--- src/rtl/irx_pwr_pkg.sv ---
package irx_pwr_pkg;

    typedef enum logic [1:0] {
        PARK_LOW    = 2'b00,
        PARK_HIGH   = 2'b01,
        PARK_FLOAT  = 2'b10,
        PARK_FLOAT2 = 2'b11
    } park_e;

    typedef struct packed {
        logic oe;
        logic val;
    } pin_drive_t;

    localparam int unsigned NPINS = 2;

    function automatic pin_drive_t park_drive(input logic [1:0] code);
        pin_drive_t d;
        case (park_e'(code))
            PARK_LOW:  d = '{oe: 1'b1, val: 1'b0};
            PARK_HIGH: d = '{oe: 1'b1, val: 1'b1};
            default:   d = '{oe: 1'b0, val: 1'b0};
        endcase
        return d;
    endfunction

    function automatic logic soft_idle(input logic tx, input logic rx, input logic sel);
        return !tx && !rx && sel;
    endfunction

endpackage

--- src/rtl/irx_osc_timer.sv ---
module irx_osc_timer #(
    parameter int unsigned WAKE_CYCLES = 92160
) (
    input  logic clk,
    input  logic pd_n,
    input  logic want_osc,
    output logic osc_on,
    output logic osc_stable
);
    localparam int unsigned CNT_W = $clog2(WAKE_CYCLES + 1);
    localparam logic [CNT_W-1:0] LAST = CNT_W'(WAKE_CYCLES);

    logic             osc_on_q;
    logic [CNT_W-1:0] cnt_q;
    logic             alive_q;

    always_ff @(posedge clk) begin
        osc_on_q <= want_osc;
        if (!pd_n || !osc_on_q)
            cnt_q <= '0;
        else if (cnt_q != LAST)
            cnt_q <= cnt_q + 1'b1;
        alive_q <= 1'b1;
    end

    assign osc_on     = osc_on_q;
    assign osc_stable = osc_on_q && (cnt_q == LAST);

    // the startup count never runs past its terminal value
    p_cnt_cap_r6: assert property (@(posedge clk) disable iff (!alive_q)
        cnt_q <= LAST);
    // a count only advances while the oscillator runs
    p_cnt_moves_r6: assert property (@(posedge clk) disable iff (!alive_q)
        (cnt_q != $past(cnt_q) && cnt_q != '0) |-> $past(osc_on_q));

endmodule

--- src/rtl/irx_rst_ctl.sv ---
module irx_rst_ctl (
    input  logic clk,
    input  logic pd_n,
    input  logic reset_n,
    input  logic osc_stable,
    output logic core_rst,
    output logic ext_clk_drive
);
    logic rst_req;
    logic core_rst_q;
    logic dir_q;
    logic alive_q;

    assign rst_req = pd_n && !reset_n;

    always_ff @(posedge clk) begin
        core_rst_q <= rst_req;
        if (rst_req)
            dir_q <= 1'b0;
        else if (core_rst_q)
            dir_q <= osc_stable;
        alive_q <= 1'b1;
    end

    assign core_rst      = core_rst_q;
    assign ext_clk_drive = dir_q;

    // reset applies while the power-down pin is high
    p_rst_apply_r2: assert property (@(posedge clk) disable iff (!alive_q)
        (pd_n && !reset_n) |=> core_rst);
    // reset pin ignored during hard power-down
    p_rst_ignored_r3: assert property (@(posedge clk) disable iff (!alive_q)
        !pd_n |=> !core_rst);
    // direction only moves on the releasing edge or under reset
    p_dir_hold_r9: assert property (@(posedge clk) disable iff (!alive_q)
        (!core_rst && !rst_req) |=> $stable(ext_clk_drive));

endmodule

--- src/rtl/irx_pin_park.sv ---
module irx_pin_park
    import irx_pwr_pkg::*;
(
    input  logic       run,
    input  logic [1:0] code,
    input  logic       core_val,
    output logic       pin_o,
    output logic       pin_oe
);
    pin_drive_t parked;

    always_comb begin
        parked = park_drive(code);
        if (run) begin
            pin_o  = core_val;
            pin_oe = 1'b1;
        end else begin
            pin_o  = parked.val;
            pin_oe = parked.oe;
        end
    end

    // float codes release the pin whenever the core is stopped
    always_comb begin
        if (!run && code[1])
            p_float_r8: assert (!pin_oe);
    end

endmodule

--- src/rtl/irx_power_seq.sv ---
module irx_power_seq
    import irx_pwr_pkg::*;
#(
    parameter int unsigned WAKE_CYCLES = 92160
) (
    input  logic       clk,
    input  logic       pd_n,
    input  logic       reset_n,
    input  logic       ctl_sel,
    input  logic       tx_en,
    input  logic       rx_en,
    input  logic       osc_keep,
    input  logic [1:0] ser_park,
    input  logic [1:0] stat_park,
    input  logic       core_ser,
    input  logic       core_stat,
    output logic       osc_en,
    output logic       core_clk_en,
    output logic       core_rst,
    output logic       core_ready,
    output logic       ext_clk_drive,
    output logic       ser_o,
    output logic       ser_oe,
    output logic       stat_o,
    output logic       stat_oe
);
    logic soft_pd;
    logic want_osc;
    logic osc_on;
    logic osc_stable;
    logic gate_q;
    logic alive_q;

    logic [NPINS-1:0][1:0] pin_code;
    logic [NPINS-1:0]      pin_core;
    logic [NPINS-1:0]      pin_val;
    logic [NPINS-1:0]      pin_en;

    assign soft_pd  = soft_idle(tx_en, rx_en, ctl_sel);
    assign want_osc = pd_n && !(soft_pd && !osc_keep);

    irx_osc_timer #(.WAKE_CYCLES(WAKE_CYCLES)) u_timer (
        .clk        (clk),
        .pd_n       (pd_n),
        .want_osc   (want_osc),
        .osc_on     (osc_on),
        .osc_stable (osc_stable)
    );

    irx_rst_ctl u_rst (
        .clk           (clk),
        .pd_n          (pd_n),
        .reset_n       (reset_n),
        .osc_stable    (osc_stable),
        .core_rst      (core_rst),
        .ext_clk_drive (ext_clk_drive)
    );

    always_ff @(posedge clk) begin
        gate_q  <= osc_stable && pd_n && !soft_pd;
        alive_q <= 1'b1;
    end

    assign osc_en      = osc_on;
    assign core_clk_en = gate_q;
    assign core_ready  = gate_q && !core_rst;

    assign pin_code = {stat_park, ser_park};
    assign pin_core = {core_stat, core_ser};

    for (genvar i = 0; i < NPINS; i++) begin : g_pin
        irx_pin_park u_park (
            .run      (gate_q),
            .code     (pin_code[i]),
            .core_val (pin_core[i]),
            .pin_o    (pin_val[i]),
            .pin_oe   (pin_en[i])
        );
    end

    assign ser_o   = pin_val[0];
    assign ser_oe  = pin_en[0];
    assign stat_o  = pin_val[1];
    assign stat_oe = pin_en[1];

    // hard power-down stops oscillator and clock gate
    p_hard_stop_r1: assert property (@(posedge clk) disable iff (!alive_q)
        !pd_n |=> (!osc_en && !core_clk_en));
    // soft power-down closes the gate
    p_soft_gate_r4: assert property (@(posedge clk) disable iff (!alive_q)
        soft_pd |=> !core_clk_en);
    // keep-alive holds a running oscillator
    p_keep_osc_r5: assert property (@(posedge clk) disable iff (!alive_q)
        (pd_n && soft_pd && osc_keep && osc_en) |=> osc_en);
    // without keep-alive the oscillator stops
    p_drop_osc_r5: assert property (@(posedge clk) disable iff (!alive_q)
        (soft_pd && !osc_keep) |=> !osc_en);
    // the gate never opens on an unstable oscillator
    p_gate_stable_r6: assert property (@(posedge clk) disable iff (!alive_q)
        $rose(core_clk_en) |-> $past(osc_stable));
    // kept oscillator gives a one-clock wake
    p_quick_wake_r7: assert property (@(posedge clk) disable iff (!alive_q)
        (pd_n && !soft_pd && osc_en && $past(osc_en) && $past(pd_n) && core_clk_en == 1'b0
         && $past(core_clk_en) == 1'b0 && osc_keep && $past(soft_pd)) |=> core_clk_en || !$past(osc_en, 1) || !osc_en);
    // ready never overlaps reset
    p_ready_r10: assert property (@(posedge clk) disable iff (!alive_q)
        core_ready |-> (!core_rst && core_clk_en));

endmodule

--- config.mk ---
export PLATFORM = sky130hd
export DESIGN_NAME = irx_power_seq
export DESIGN_NICKNAME = d
export VERILOG_FILES = /design/src/rtl/irx_pwr_pkg.sv /design/src/rtl/irx_osc_timer.sv /design/src/rtl/irx_rst_ctl.sv /design/src/rtl/irx_pin_park.sv /design/src/rtl/irx_power_seq.sv
export SDC_FILE = /design/constraint.sdc
export NUM_CORES = 1
export LEC_CHECK = 0
export BUFFER_PORTS_ARGS = -buffer_cell sky130_fd_sc_hd__buf_2
export CORE_ASPECT_RATIO = 1.4
export CORE_UTILIZATION = 52
export DETAILED_ROUTE_END_ITERATION = 7
export GPL_ROUTABILITY_DRIVEN = 0
export GPL_TIMING_DRIVEN = 1
export PLACE_DENSITY = 0.77
export SLEW_MARGIN = 10
export SYNTH_ARGS = -nofsm -noshare
export SYNTH_HDL_FRONTEND = slang
export SYNTH_SLANG_ARGS = --single-unit
--- constraint.sdc ---
create_clock -name clk -period 1.8 [get_ports clk]
set_input_delay 0.09 -clock clk [delete_from_list [all_inputs] [get_ports clk]]
set_output_delay 0.09 -clock clk [all_outputs]
set_load 0.03 [all_outputs]
Word level (Yosys, flattened, before mapping)
Cells that the tools add are included.

word-level totals
  register bits after elaboration = 21
  latch bits = 0
  bits in writable memories = 0
  bits in read-only memories = 0
  input port bits = 13
  output and inout bits = 9
  logic and storage cells = 37
  memories = 0

cells by class
  add/subtract/negate cells = 1
  $mul = 0
  divide/modulo/power cells = 0
  $lt $le $gt $ge = 0
  equality and inequality tests = 4
  shifts and indexed selects = 0
  mux-type cells = 6
  bitwise operators = 0
  reductions and logical operators = 21

operator list
  cell                     count
  $add A17 B1 Y17 const B  1
  $eq A17 B17 Y1 const B   1
  $ne A17 B17 Y1 const B   1
  $logic_and A1 B1 Y1      9
  $logic_not A1 Y1         9
  $pmux W2 S2              2
  $eq A2 B1 Y1 const B     2
  $logic_not A2 Y1         2
  $mux W1                  4
  $logic_or A1 B1 Y1       1

Longest topological paths before layout
  word-level depth = 6
  gate-level depth with buffers = 6

Modules after synthesis
A second synthesis with hierarchy kept.

second synthesis, totals
  cells, all modules = 117
  area total of the unflattened synthesis = 1032.2 um2

by module, submodules not included
  module         times used  cells each  area each (um2)  sequential area each (um2)
  irx_osc_timer  1           96          862.1            360.3
  irx_rst_ctl    1           5           67.6             40.0
  irx_power_seq  1           8           52.6             20.0
  irx_pin_park   2           4           25.0             0.0

Least setup slack after synthesis
No wires, ideal clock.

  path type = register to output
  start point = register gate_q, in the netlist core_clk_en
  end point = output port ser_o
  arrival time = 1295 ps
  data required time = 1710 ps
  slack = 415 ps
  cell stages (with the launch flop) = 3
  path through = dfxtp_1 > nand2b_1 > o21ai_0

on the way
  cells in the longest elaborated chain, start to end = 1

ends and longest elaborated chain
  item                    line                 RTL
  start, declared         irx_power_seq.sv:31  logic gate_q;
  start signal, assigned  irx_power_seq.sv:60  gate_q <= osc_stable && pd_n && !soft_pd;
  $mux W1                 irx_pin_park.sv:14   if (run) begin
  end, declared           irx_power_seq.sv:22  output logic ser_o,

No other way between the ends.

Final worst setup path
  start point = register u_timer.cnt_q[0]
  end point = register u_timer.cnt_q[0]

on the way
  cells in the longest elaborated chain, start to end = 1
  elaborated cells between the ends (all ways) = 2
  classes of those cells = 1 x add/sub; 1 x eq/ne

ends and longest elaborated chain
  item                                               line                                      RTL
  start, declared                                    irx_osc_timer.sv:14                       logic [CNT_W-1:0] cnt_q;
  start signal, assigned                             irx_osc_timer.sv:22                       cnt_q <= cnt_q + 1'b1;
  $add A17 B1 Y17 or $ne A17 B17 Y1 (tied branches)  irx_osc_timer.sv:22, irx_osc_timer.sv:21

Several ways; a longest one is shown, not always the timed one.
A chain may end at the register's enable or synchronous reset.

==> flow_metrics.py <==
metrics = {
    "outcome": {
        "outcome": "finished clean",
    },
    "placed_design": {
        "io_buffer_count": 21,
        "placed_cells": 152,
        "hpwl_mm": 1.449,
    },
    "drt": {
        "dr.first_iter.drc_count": 17,
        "dr_total_vias": 871,
        "firstDrtPassIters": 4,
        "drt_wl_total_mm": 2.042,
        "drc": 0,
        "ant_nets": 0,
        "via_per_inst": 5.478,
        "wl_per_cell_um": 12.84,
    },
    "grt": {
        "grt_pass1_vias": 763,
        "grt.overflow.total": 0,
        "grt_first_pass_wirelength_mm": 3.049,
        "antenna_found_initial": 0,
        "grt_use_total": 0.2130,
        "grt_max_degree": 19,
    },
    "final_layout": {
        "finalNonFillerCells": 159,
        "n_antenna_cell": 0,
        "fill_cells": 150,
        "layout.nets": 155,
        "synthToLayoutAreaGrowth_pct": 16.83,
        "drive_gt1_frac": 0.2158,
    },
    "timing": {
        "hold_violations": 0,
        "period_needed_ns": 1.507,
        "max_freq_ghz": 0.6637,
        "fin_skew_ns": 0.005969,
        "slew_headroom": 0.7715,
        "holdWs_ns": 0.02572,
        "fin_tns_setup_ns": 0,
        "tightest_slew_ns": 0.3415,
        "setup_viol": 0,
        "rsz0062_at_grt": "false",
        "min_period_over_period": 0.8371,
        "finalMaxSlewViolations": 0,
    },
    "worst_setup_path": {
        "arrival_ns": 1.71,
        "r2r_slack_ns": 0.29,
        "cp-start-kind": "flop",
        "worstPathRequired_ns": 2.01,
        "critPathCaptureType": "flop",
        "reg2reg_to": "u_timer.cnt_q[0]$_SDFFE_PP0P_",
        "crit_fanout": 6,
        "path_class": "reg -> reg",
        "timing.rr.start": "u_timer.cnt_q[0]$_SDFFE_PP0P_",
        "r2r_cells": 7,
    },
    "yosys": {
        "synth_fp_nets": 128,
        "yosys_register_bits": 21,
        "yosysUniqueCellTypes": 31,
        "synth_top_area_cell": "dfxtp_1",
        "netlist_instances": 113,
        "synth_top_area_share": 0.4158,
        "netlist_area_sq_um": 1011,
        "yosys_warnings": 0,
        "synth_seq_area_share": 0.4158,
        "synth.avg_cell_area_sq_um": 8.947,
        "synth_area_leaders": "dfxtp_1 42%, xnor2_1 6.9%, nor2_1 6.7%",
    },
    "hold_path": {
        "min_path_type": "in -> reg",
        "min_path_cells": 2,
        "hold_path_end": "u_timer.osc_on$_DFF_P_",
        "hp-start": "pd_n",
    },
    "floorplanning": {
        "ios": 22,
        "die_w_um": 39.27,
        "die_h_um": 54.17,
        "core_area_sq_um": 1802,
        "initial_utilization": 0.5611,
        "placementRows": 18,
        "die_area_sq_um": 2127,
    },
    "power": {
        "p_switching_w": 0.0001888,
        "power.internal_w": 0.0005785,
        "p_comb_frac": 0.081,
        "seq_power_share": 0.619,
        "p_sw_frac": 0.2460,
        "ir_worst_vdd_uv": 500.2,
        "clkPwrFrac": 0.299,
        "cellLeakagePower_nw": 0.4632,
        "pwr_density_cell_nw_per_um2": 649.6,
    },
    "clock_tree": {
        "cts.clk_slew.worst_paths_ns": 0.12,
        "root_buffer": "clkbuf_4",
        "cts_resized": 0,
        "htree_levels": 1,
        "cts_tree": "done",
        "clockBufferDepth": 2,
        "insertion_delay_ns": 0.31,
        "clock_sinks": 21,
        "cts_buffers": 3,
    },
    "run": {
        "max_cap_violations": 0,
    },
}
worst max-delay path by stage:
stage | startpoint | endpoint | slack [ns] | cells past startpoint
4_1_cts | u_timer.cnt_q[0]$_SDFFE_PP0P_ | u_timer.cnt_q[0]$_SDFFE_PP0P_ | 0.15 | 6
5_1_grt | u_timer.cnt_q[0]$_SDFFE_PP0P_ | u_rst.ext_clk_drive$_SDFFE_PP0P_ | 0.13 | 7
6_report | u_timer.cnt_q[0]$_SDFFE_PP0P_ | u_timer.cnt_q[0]$_SDFFE_PP0P_ | 0.29 | 7
3_5_place_dp | u_timer.cnt_q[0]$_SDFFE_PP0P_ | u_timer.cnt_q[0]$_SDFFE_PP0P_ | 0.18 | 6
3_3_place_gp | u_timer.cnt_q[0]$_SDFFE_PP0P_ | u_timer.cnt_q[0]$_SDFFE_PP0P_ | 0.29 | 6
2_1_floorplan | core_clk_en$_DFF_P_ | ser_o | 0.41 | 2
Yosys cell counts:
library cell,instances
xnor2_1,8
mux2i_1,1
nor4bb_1,2
nor3_1,1
a2bb2oi_1,1
buf_6,1
nand4_1,6
inv_1,4
and4_1,1
o21ai_0,2
nor4_1,6
nor3b_1,1
buf_1,1
and4_2,1
nand3b_1,1
nand2_2,1
nor2b_1,2
o21a_1,1
nand3_1,5
nor2_1,18
nor4b_1,1
and2_1,2
nand2_1,8
a21oi_1,1
or2b_1,1
xor2_1,7
dfxtp_1,21
nand4_2,1
nand2b_1,4
nand4_4,1
ha_1,2
critical path: stages (launching register included):
cell and delay [ns]:
dfxtp_1 0.38, inv_1 0.08, ha_1 0.16, nor4bb_1 0.27, nand4_1 0.14, buf_4 0.18, xnor2_1 0.14, nor2_1 0.05
final cells by class:
cell class              instances  area [sq um]  area share
well taps                      20         25.02     0.02119
repair buffers                 24         132.6      0.1123
multi-input cells              86         560.5      0.4746
inverters                       4         15.01     0.01271
flip-flops and latches         21         420.4      0.3559
clock inverters                 1         5.005    0.004237
clock buffers                   3         22.52     0.01907
per-stage QoR:
step	total power, W	utilization	worst slack [ns]	instance area [sq um]
2_1_floorplan	0.0005194	-	0.4146	1011
3_3_place_gp	0.0005425	0.6250	0.2895	1126
3_5_place_dp	0.0005454	0.6250	0.1813	1126
4_1_cts	0.0007766	0.6514	0.1542	1174
5_1_grt	0.0007943	0.6556	0.1252	1181
6_report	0.0007673	0.6556	0.2932	1181
sequential cells by signal (all words and copies together), names as in the netlist:
signal / cells
core_clk_en: 1
u_rst.core_rst: 1
u_rst.ext_clk_drive: 1
u_timer.cnt_q: 17
u_timer.osc_on: 1
power groups by stage:
stage	registers [W]	clock network, W	logic [W]
finish	0.000475	0.000230	0.0000623
global placement	0.000485	0	0.0000576
CTS	0.000475	0.000238	0.0000632
detailed placement	0.000486	0	0.0000597
floorplan	0.000490	0	0.0000294
global route	0.000476	0.000249	0.0000690
metal layers:
layer  global-route usage  wire length [um]  share of wire  vias to the layer above
li1                     -                 -              -                      440
met1               0.2314               862           0.42                      393
met2               0.3722              1016           0.50                       32
met3              0.02479               102          0.050                        6
met4               0.1437                61          0.030                        0
met5                    0                 0              0                        -
placed cells by master, fill, tap and decap left out, types with 2 or more instances in the layout:
master,netlist,final
dlygate4sd3_1,0,2
and2_1,2,2
xor2_1,7,7
nand2b_1,4,4
nor4bb_1,2,2
nand3_1,5,5
ha_1,2,2
nand4_1,6,6
clkbuf_4,0,3
o21ai_0,2,2
nor4_1,6,6
dfxtp_1,21,21
buf_2,0,21
nor2b_1,2,2
xnor2_1,8,8
nand2_1,8,8
inv_1,4,4
nor2_1,18,18
repair_timing:
action	CTS	global route
hold buffers	2	0
endpoints found under the setup margin	0	5
hold endpoints to repair	2	0
buffers inserted	0	1
logic make-up after synthesis:
logic type      share of synthesized area
compound gates                    0.03094
fa+ha+maj                         0.02475
mux                              0.009901
xor+xnor                           0.1300
simple gates                       0.3589
flops                              0.4158
buf+inv                           0.02969
(Power assumes the default switching activity.)
